File: config.mk
export PLATFORM = sky130hd
export DESIGN_NAME = midi_port
export DESIGN_NICKNAME = d
export VERILOG_FILES = /design/src/rtl/midi_port_pkg.sv /design/src/rtl/midi_hold_buf.sv /design/src/rtl/midi_cmd_dec.sv /design/src/rtl/midi_port.sv
export SDC_FILE = /design/constraint.sdc
export NUM_CORES = 1
export LEC_CHECK = 0
export BUFFER_PORTS_ARGS = -buffer_cell sky130_fd_sc_hd__buf_2
export CAP_MARGIN = 20
export CORE_MARGIN = 5
export CORE_UTILIZATION = 53
export DETAILED_ROUTE_END_ITERATION = 10
export GPL_TIMING_DRIVEN = 1
export PLACE_DENSITY = 0.83
export SLEW_MARGIN = 10
export SYNTH_ARGS = -nofsm -noshare
export SYNTH_HDL_FRONTEND = slang
export SYNTH_SLANG_ARGS = --single-unit
File: constraint.sdc
create_clock -name clk -period 6.3 [get_ports clk]
set_input_delay 1.26 -clock clk [delete_from_list [all_inputs] [get_ports clk]]
set_output_delay 1.26 -clock clk [all_outputs]
set_load 0.05 [all_outputs]
File: src/rtl/midi_port_pkg.sv
package midi_port_pkg;

   typedef enum logic {
      MODE_CMD  = 1'b0,
      MODE_UART = 1'b1
   } port_mode_e;

   localparam logic [7:0] CMD_RESET = 8'hFF;
   localparam logic [7:0] CMD_UART  = 8'h3F;
   localparam logic [7:0] ACK_BYTE  = 8'hFE;

   localparam int STAT_RX_EMPTY_BIT = 7;
   localparam int STAT_TX_FULL_BIT  = 6;

endpackage

File: src/rtl/midi_hold_buf.sv
module midi_hold_buf #(
   parameter int W     = 8,
   parameter int DEPTH = 1
) (
   input  logic         clk,
   input  logic         rst_n,
   input  logic         flush,
   input  logic         push,
   input  logic [W-1:0] push_data,
   input  logic         pop,
   output logic [W-1:0] head,
   output logic         empty,
   output logic         full
);
   localparam int CW = $clog2(DEPTH + 1);
   localparam int AW = (DEPTH > 1) ? $clog2(DEPTH) : 1;

   generate
      if (DEPTH < 1) begin : g_bad_depth
         $error("midi_hold_buf: DEPTH must be at least 1");
      end
      if (W < 1) begin : g_bad_width
         $error("midi_hold_buf: W must be at least 1");
      end
   endgenerate

   logic [CW-1:0] count, count_nxt;
   logic          do_pop, do_push, store;

   assign empty   = (count == '0);
   assign full    = (count == CW'(DEPTH));
   assign do_pop  = pop & ~empty & ~flush;
   assign do_push = push & (~full | do_pop);
   // after a flush the buffer is empty, so a push always lands
   assign store   = flush ? push : do_push;

   always_comb begin
      if (flush) count_nxt = push ? CW'(1) : '0;
      else       count_nxt = count + CW'(do_push) - CW'(do_pop);
   end

   always_ff @(posedge clk) begin
      if (!rst_n) count <= '0;
      else        count <= count_nxt;
   end

   generate
      if (DEPTH == 1) begin : g_single
         logic [W-1:0] slot;
         always_ff @(posedge clk) begin
            if (!rst_n)     slot <= '0;
            else if (store) slot <= push_data;
         end
         assign head = slot;
      end else begin : g_ring
         logic [W-1:0]  mem [DEPTH];
         logic [AW-1:0] wr_ptr, rd_ptr;
         logic [AW-1:0] wr_slot;

         function automatic logic [AW-1:0] step(input logic [AW-1:0] p);
            return (p == AW'(DEPTH - 1)) ? '0 : p + AW'(1);
         endfunction

         assign wr_slot = flush ? '0 : wr_ptr;

         always_ff @(posedge clk) begin
            if (!rst_n) begin
               wr_ptr <= '0;
               rd_ptr <= '0;
            end else if (flush) begin
               rd_ptr <= '0;
               wr_ptr <= push ? AW'(1) : '0;
            end else begin
               if (do_push) wr_ptr <= step(wr_ptr);
               if (do_pop)  rd_ptr <= step(rd_ptr);
            end
         end

         always_ff @(posedge clk) begin
            if (store) mem[wr_slot] <= push_data;
         end

         assign head = mem[rd_ptr];
      end
   endgenerate

   // overrun keeps the stored data: no write lands while full and not draining
   p_overrun_keeps_r9: assert property (@(posedge clk) disable iff (!rst_n)
      (full && push && !pop && !flush) |=> ($stable(head) && full));

   p_no_overflow_r7: assert property (@(posedge clk) disable iff (!rst_n)
      count <= CW'(DEPTH));

   p_flush_empties_r2: assert property (@(posedge clk) disable iff (!rst_n)
      (flush && !push) |=> empty);

endmodule

File: src/rtl/midi_cmd_dec.sv
module midi_cmd_dec
   import midi_port_pkg::*;
#(
   parameter int W = 8
) (
   input  logic         clk,
   input  logic         rst_n,
   input  logic         cmd_wr,
   input  logic [W-1:0] cmd_byte,
   output port_mode_e   mode,
   output logic         flush_all,
   output logic         ack_push
);
   logic hit_reset, hit_uart;

   assign hit_reset = cmd_wr & (cmd_byte == W'(CMD_RESET));
   assign hit_uart  = cmd_wr & (cmd_byte == W'(CMD_UART));
   assign flush_all = hit_reset;
   assign ack_push  = hit_reset | hit_uart;

   always_ff @(posedge clk) begin
      if (!rst_n)         mode <= MODE_CMD;
      else if (hit_reset) mode <= MODE_CMD;
      else if (hit_uart)  mode <= MODE_UART;
   end

   p_ignore_other_r4: assert property (@(posedge clk) disable iff (!rst_n)
      (cmd_wr && cmd_byte != W'(CMD_RESET) && cmd_byte != W'(CMD_UART))
      |=> $stable(mode));

   p_enter_uart_r3: assert property (@(posedge clk) disable iff (!rst_n)
      (cmd_wr && cmd_byte == W'(CMD_UART)) |=> (mode == MODE_UART));

   p_leave_uart_r2: assert property (@(posedge clk) disable iff (!rst_n)
      (cmd_wr && cmd_byte == W'(CMD_RESET)) |=> (mode == MODE_CMD));

endmodule

File: src/rtl/midi_port.sv
module midi_port
   import midi_port_pkg::*;
#(
   parameter int DATA_W   = 8,
   parameter int TX_DEPTH = 2,
   parameter int RX_DEPTH = 1
) (
   input  logic              clk,
   input  logic              rst_n,
   input  logic              host_sel,
   input  logic              host_wr,
   input  logic              host_rd,
   input  logic [DATA_W-1:0] host_wdata,
   output logic [DATA_W-1:0] host_rdata,
   output logic [DATA_W-1:0] tx_byte,
   output logic              tx_valid,
   input  logic              tx_ready,
   input  logic [DATA_W-1:0] rx_byte,
   input  logic              rx_valid,
   input  logic              tx_irq_en,
   input  logic              rx_irq_en,
   output logic              irq_tx_empty,
   output logic              irq_rx_level
);
   generate
      if (DATA_W != 8) begin : g_bad_width
         $error("midi_port: the command protocol is byte wide, DATA_W must be 8");
      end
   endgenerate

   port_mode_e        mode;
   logic              flush_all, ack_push;
   logic              cmd_wr, data_wr, data_rd, in_uart;
   logic              tx_empty, tx_full, tx_pop;
   logic              rx_empty, rx_full, rx_push;
   logic [DATA_W-1:0] rx_head, rx_in, status;

   assign in_uart = (mode == MODE_UART);
   assign cmd_wr  = host_wr & host_sel;
   assign data_wr = host_wr & ~host_sel & in_uart;
   assign data_rd = host_rd & ~host_sel;

   midi_cmd_dec #(.W(DATA_W)) cmd_i (
      .clk       (clk),
      .rst_n     (rst_n),
      .cmd_wr    (cmd_wr),
      .cmd_byte  (host_wdata),
      .mode      (mode),
      .flush_all (flush_all),
      .ack_push  (ack_push)
   );

   assign tx_pop = tx_ready & ~tx_empty;

   midi_hold_buf #(.W(DATA_W), .DEPTH(TX_DEPTH)) tx_buf_i (
      .clk       (clk),
      .rst_n     (rst_n),
      .flush     (flush_all),
      .push      (data_wr),
      .push_data (host_wdata),
      .pop       (tx_pop),
      .head      (tx_byte),
      .empty     (tx_empty),
      .full      (tx_full)
   );

   // an acknowledge takes the receive write port ahead of a line byte
   assign rx_push = ack_push | (rx_valid & in_uart);
   assign rx_in   = ack_push ? DATA_W'(ACK_BYTE) : rx_byte;

   midi_hold_buf #(.W(DATA_W), .DEPTH(RX_DEPTH)) rx_buf_i (
      .clk       (clk),
      .rst_n     (rst_n),
      .flush     (flush_all),
      .push      (rx_push),
      .push_data (rx_in),
      .pop       (data_rd),
      .head      (rx_head),
      .empty     (rx_empty),
      .full      (rx_full)
   );

   always_comb begin
      status = '0;
      status[STAT_RX_EMPTY_BIT] = rx_empty;
      status[STAT_TX_FULL_BIT]  = tx_full;
   end

   assign host_rdata   = host_sel ? status : (rx_empty ? '0 : rx_head);
   assign tx_valid     = ~tx_empty;
   assign irq_tx_empty = tx_irq_en & in_uart & tx_empty;
   assign irq_rx_level = rx_irq_en & ~rx_empty;

   p_cmd_mode_tx_idle_r5: assert property (@(posedge clk) disable iff (!rst_n)
      !in_uart |-> !tx_valid);

   p_reset_ack_r2: assert property (@(posedge clk) disable iff (!rst_n)
      (host_wr && host_sel && host_wdata == DATA_W'(CMD_RESET))
      |=> (!tx_valid && !rx_empty && rx_head == DATA_W'(ACK_BYTE)));

   p_irq_tx_idle_r11: assert property (@(posedge clk) disable iff (!rst_n)
      irq_tx_empty |-> !tx_valid);

   p_tx_hold_r6: assert property (@(posedge clk) disable iff (!rst_n)
      (tx_valid && !tx_ready && !flush_all) |=> (tx_valid && $stable(tx_byte)));

endmodule

# == Yosys cells after proc, flatten, opt, wreduce, memory -nomap -nowiden ==
# Memories as Yosys holds them, arrays and structs flattened. A register that Yosys moved wholly into a read port is not among the register bits.
# Cells that the tools add are included.
# word_totals
reg_bits,14
ram_bits,16
word_cells,65
n_memories,1
# mem_list
name,depth,word_bits,read_ports,rd_ports_with_merged_regs,write_ports,line_no,source
tx_buf_i.g_ring.mem,2,8,1,1,1,midi_hold_buf.sv:56,logic [W-1:0] mem [DEPTH];
# op_classes
addsub,6
eq_ne,3
muxes,19
bitwise_logic,27
reduce_logical,3
# ops
cell,count
$mux W8,3
$and A1 B1 Y1,17
$mux W1,15
$eq A8 B6 Y1 const B,1
$eq A8 B8 Y1 const B,1
$not A1 Y1,6
$or A1 B1 Y1,4
$add A1 B1 Y1 const B,2
$add A2 B1 Y2,1
$eq A2 B2 Y1 const B,1
$logic_not A2 Y1,1
$mux W2,1
$reduce_bool A2 Y1,1
$reduce_or A2 Y1,1
$sub A2 B1 Y2,1
$add A1 B1 Y1,1
$sub A1 B1 Y1,1

# == Logic depth before layout (Yosys ltp) ==
# logic_depth
word_depth,10
mapped_depth,10
mapped_depth_nobuf,8

# == Hierarchy ==
# From an unflattened synthesis, not the netlist that was laid out.
# unflattened
hier_cells,141
area_unflattened_um2,1491.4
# by_module_without_submodules
mod,instances,cells_per_inst,area_each_um2
midi_hold_buf (tx_buf_i),1,58,849.6
midi_hold_buf (rx_buf_i),1,40,371.6
midi_port,1,29,175.2
midi_cmd_dec,1,14,95.1

# == Worst setup path after synthesis ==
# No wires, ideal clock.
# synth_path
path_kind,input to output
startpoint,input host_sel
endpoint,output host_rdata[7]
arrival_ps,2497
setup_slack_ps,2543
cell_stages,3
path_buffers,1
cell_sequence,buf_6 inv_1 o21ai_0
# synth_between
elab_chain_cells,1
# synth_rtl
item,line_no,source
"start, declared",midi_port.sv:10,"input logic host_sel,"
$mux W8,midi_port.sv:89,assign host_rdata = host_sel ? status : (rx_empty ? '0 : rx_head);
"end, declared",midi_port.sv:14,"output logic [DATA_W-1:0] host_rdata,"
# Every way passes these cells.

# == Worst setup path after layout ==
# Same ends and word-level chain as after synthesis.

==> flow_summary.yaml <==
clock_network:
  post-cts-setup-buffers: 0
  insertion_delay_ns: 0.32
  h-tree-depth: 2
  cts_hold_buf: 0
  cts_buffers: 5
  clock_sinks: 31
  cts_tree: "built"
  clockBufferDepth: 2
  clk_pin_slew_ns: 0.08
  cts_resized: 0
  clock-root-buffer: "clkbuf_4"
sta:
  setup_tns_ns: 0
  skew_ns: 0.00552
  hold_ws_ns: 0.462
  fin_crit_ns: 3.50
  final_min_period_over_clock_period_pct: 55.6
  rsz0062_at_grt: "no"
  final_hold_viol_count: 0
  slew_viol_final: 0
  setup_viol: 0
  tightest_slew_ns: 0.537
  fmax_mhz: 286
  slew-limit-headroom_pct: 64.2
yosys:
  synthFlopType: "edfxtp_1"
  syn_area_um2: 1400
  syn-instance-count: 114
  yosys_warnings: 0
  synth-compound-area-share_pct: 13.4
  synth_nets: 141
  synth_edf_count: 16
  synthAdderAreaFrac_pct: 1.79
  async_flop_share_pct: 0
  synth_xor_area_share_pct: 3.14
  synth_simple_gate_area_share_pct: 16.6
  syn_avg_cell_area_um2: 12.2
  yosysUniqueCellTypes: 32
  synth_mux_area_share_pct: 6.46
  synth-seq-area-share_pct: 56.0
  ys_ff_latch: 31
  synth_top_family_by_area: "simple AND/OR/NAND/NOR gates"
floorplanning:
  core_area_um2: 2500
  initial_utilization_pct: 55.8
  die_height_um: 61.3
  dieArea_um2: 3760
  fp.dieW_um: 61.3
  rows: 18
  ios: 44
placed_design:
  dp_hpwl_mm: 2.11
  dp_cells: 184
  portBuffers: 43
  place.gp.congestion: 0.872
power_and_ir_drop:
  vdd_drop_max_v: 0.000188
  p_leak_nw: 0.666
  p_per_area_nw_per_um2: 239
  power_w: 0.000401
global_route:
  grt_max_degree: 14
  grt_use_total_pct: 16.8
  antenna_found_initial: 0
  grt_pass1_wl_mm: 4.51
  grt_pass1_vias: 1078
  overflow: 0
setup_path:
  worst_path_most_repeated_cell: "buf_2"
  r2r_cells: 6
  r2r_start: "rx_buf_i.full$_SDFF_PN0_"
  critPathMaxFanout: 8
  cpPeakStageDelay_ns: 0.37
  critPathSlowestCell: "nor2b_1"
  crit_required_ns: 5.04
  crit_start: "host_sel"
  cp-end-kind: "output pin"
  critPathLaunchType: "input port"
  cp_data_arrival_time_ns: 2.24
  crit_type: "in -> out"
  worstPathCellList: "buf_2 -> nor2b_1 -> nand2_1 -> o21ai_0 -> buf_2"
final_layout:
  layout-drive-gt1-share_pct: 38.9
  final_core_util_pct: 67.0
  register_area_um2: 781
  layoutNonFillerInstCount: 192
  area_delta_synth_final_pct: 20.1
  multi_input_area_um2: 577
  fin_nets: 188
  fillers: 206
  insertedDiodeCount: 0
hold_path:
  min_path_cells: 2
  hold_path.class: "reg -> reg"
  holdCritStartpoint: "rx_buf_i.head[0]$_SDFFE_PN0P_"
routing:
  wirelength_mm: 2.78
  drtIter0Drc: 21
  viasPerCell: 5.44
  antenna_left: 0
  post-route-drc-count: 0
  wl_per_cell_um: 14.5
  vias: 1045
  drtPass1Iterations: 5
outcome:
  status: "finished clean"
job:
  cap_violations: 0
[report_power, final]
group / leakage [nW] / switching [W] / internal [W] / total, W
clock: 0.0297 / 0.0000622 / 0.0000418 / 0.000104
combinational: 0.372 / 0.0000489 / 0.0000262 / 0.0000751
sequential: 0.265 / 0.00000545 / 0.000216 / 0.000222
[critical path: cells and delay by family]
family | cells | cell delay [ns]
AOI/OAI and AO/OA | 1 | 0.08
buffers and inverters | 2 | 0.43
and+or+nand+nor | 2 | 0.46
[state kept, by name, indices dropped and copies added, names as in the netlist, named ones only]
name,cells
rx_buf_i.full,1
cmd_i.mode,1
tx_buf_i.g_ring.mem,16
rx_buf_i.head,8
tx_buf_i.count,2
tx_buf_i.g_ring.wr_ptr,1
tx_buf_i.g_ring.rd_ptr,1
[worst paths after layout]
| path | to | slack (ns) |
|---|---|---|
| setup / recovery | host_rdata[7] | 2.80 |
| hold / removal | rx_buf_i.head[0]$_SDFFE_PN0P_ | 0.46 |
| setup reg to reg | rx_buf_i.full$_SDFF_PN0_ | 4.24 |
| hold reg to reg | rx_buf_i.head[0]$_SDFFE_PN0P_ | 0.46 |
[cell type report]
| cell class | count | area share [%] |
|---|---|---|
| flip-flops and latches | 31 | 46.6 |
| multi-input cells | 77 | 34.4 |
| repair buffers | 44 | 13.3 |
| clock buffers | 6 | 2.46 |
| inverters | 2 | 0.448 |
| well taps | 30 | 2.24 |
| clock inverters | 2 | 0.523 |
[metrics by stage]
step | cell area (um^2) | worst slack [ns]
6_report | 1680 | 2.80
3_5_place_dp | 1630 | 2.79
5_1_grt | 1680 | 2.66
3_3_place_gp | 1630 | 2.83
4_1_cts | 1680 | 2.78
2_1_floorplan | 1400 | 2.54
[per-layer routing]
metal  vias up  global-route usage [%]  wire length (um)
met2        41                    28.1              1390
met4         0                    6.50                48
met1       479                    18.6              1110
met5         -                       0                 0
li1        519                       -                 -
met3         6                    7.55               243
[logic make-up (layout without fill, tap and decap cells)]
family	Yosys count	count (layout)
AOI/OAI and AO/OA	19	19
muxes	8	8
DFF	31	31
adders and majority gates	2	2
xor gates and xnor gates	5	5
buffers and inverters	6	54
and+or+nand+nor	43	43
[placed cells by master (no fill, tap or decap)]
cell,instances
and2_1,8
nor2_1,9
buf_2,43
buf_4,1
clkbuf_1,1
nand2_1,10
o221a_1,7
o21ai_0,3
ha_1,2
o22ai_4,1
nand4_1,1
nand4_4,1
nor2b_1,3
clkinv_2,1
or2_2,1
dfxtp_1,15
nor3b_1,1
or2_0,1
a32o_1,1
edfxtp_1,16
o21ai_4,1
o2111ai_1,1
a21oi_1,1
o21a_1,1
clkinv_1,1
clkbuf_4,5
inv_1,2
o31a_1,1
o21bai_1,1
nor4_1,3
nand3_1,1
o21ai_2,1
xnor2_1,2
xor2_1,3
mux2_2,8
nor3_1,4
[Yosys cell counts, types with 2 or more instances]
cell | instances | area [um^2]
nand2_1 | 10 | 37.5
ha_1 | 2 | 25.0
nor2b_1 | 3 | 18.8
o221a_1 | 7 | 78.8
o21ai_0 | 3 | 15.0
nor3_1 | 4 | 20.0
nor4_1 | 3 | 18.8
inv_1 | 2 | 7.51
nor2_1 | 9 | 33.8
clkbuf_1 | 2 | 7.51
edfxtp_1 | 16 | 480
xnor2_1 | 2 | 17.5
and2_1 | 8 | 50.1
mux2_2 | 8 | 90.1
buf_6 | 2 | 22.5
dfxtp_1 | 15 | 300
xor2_1 | 3 | 26.3
Note: power is estimated with default switching activity, not from simulation.
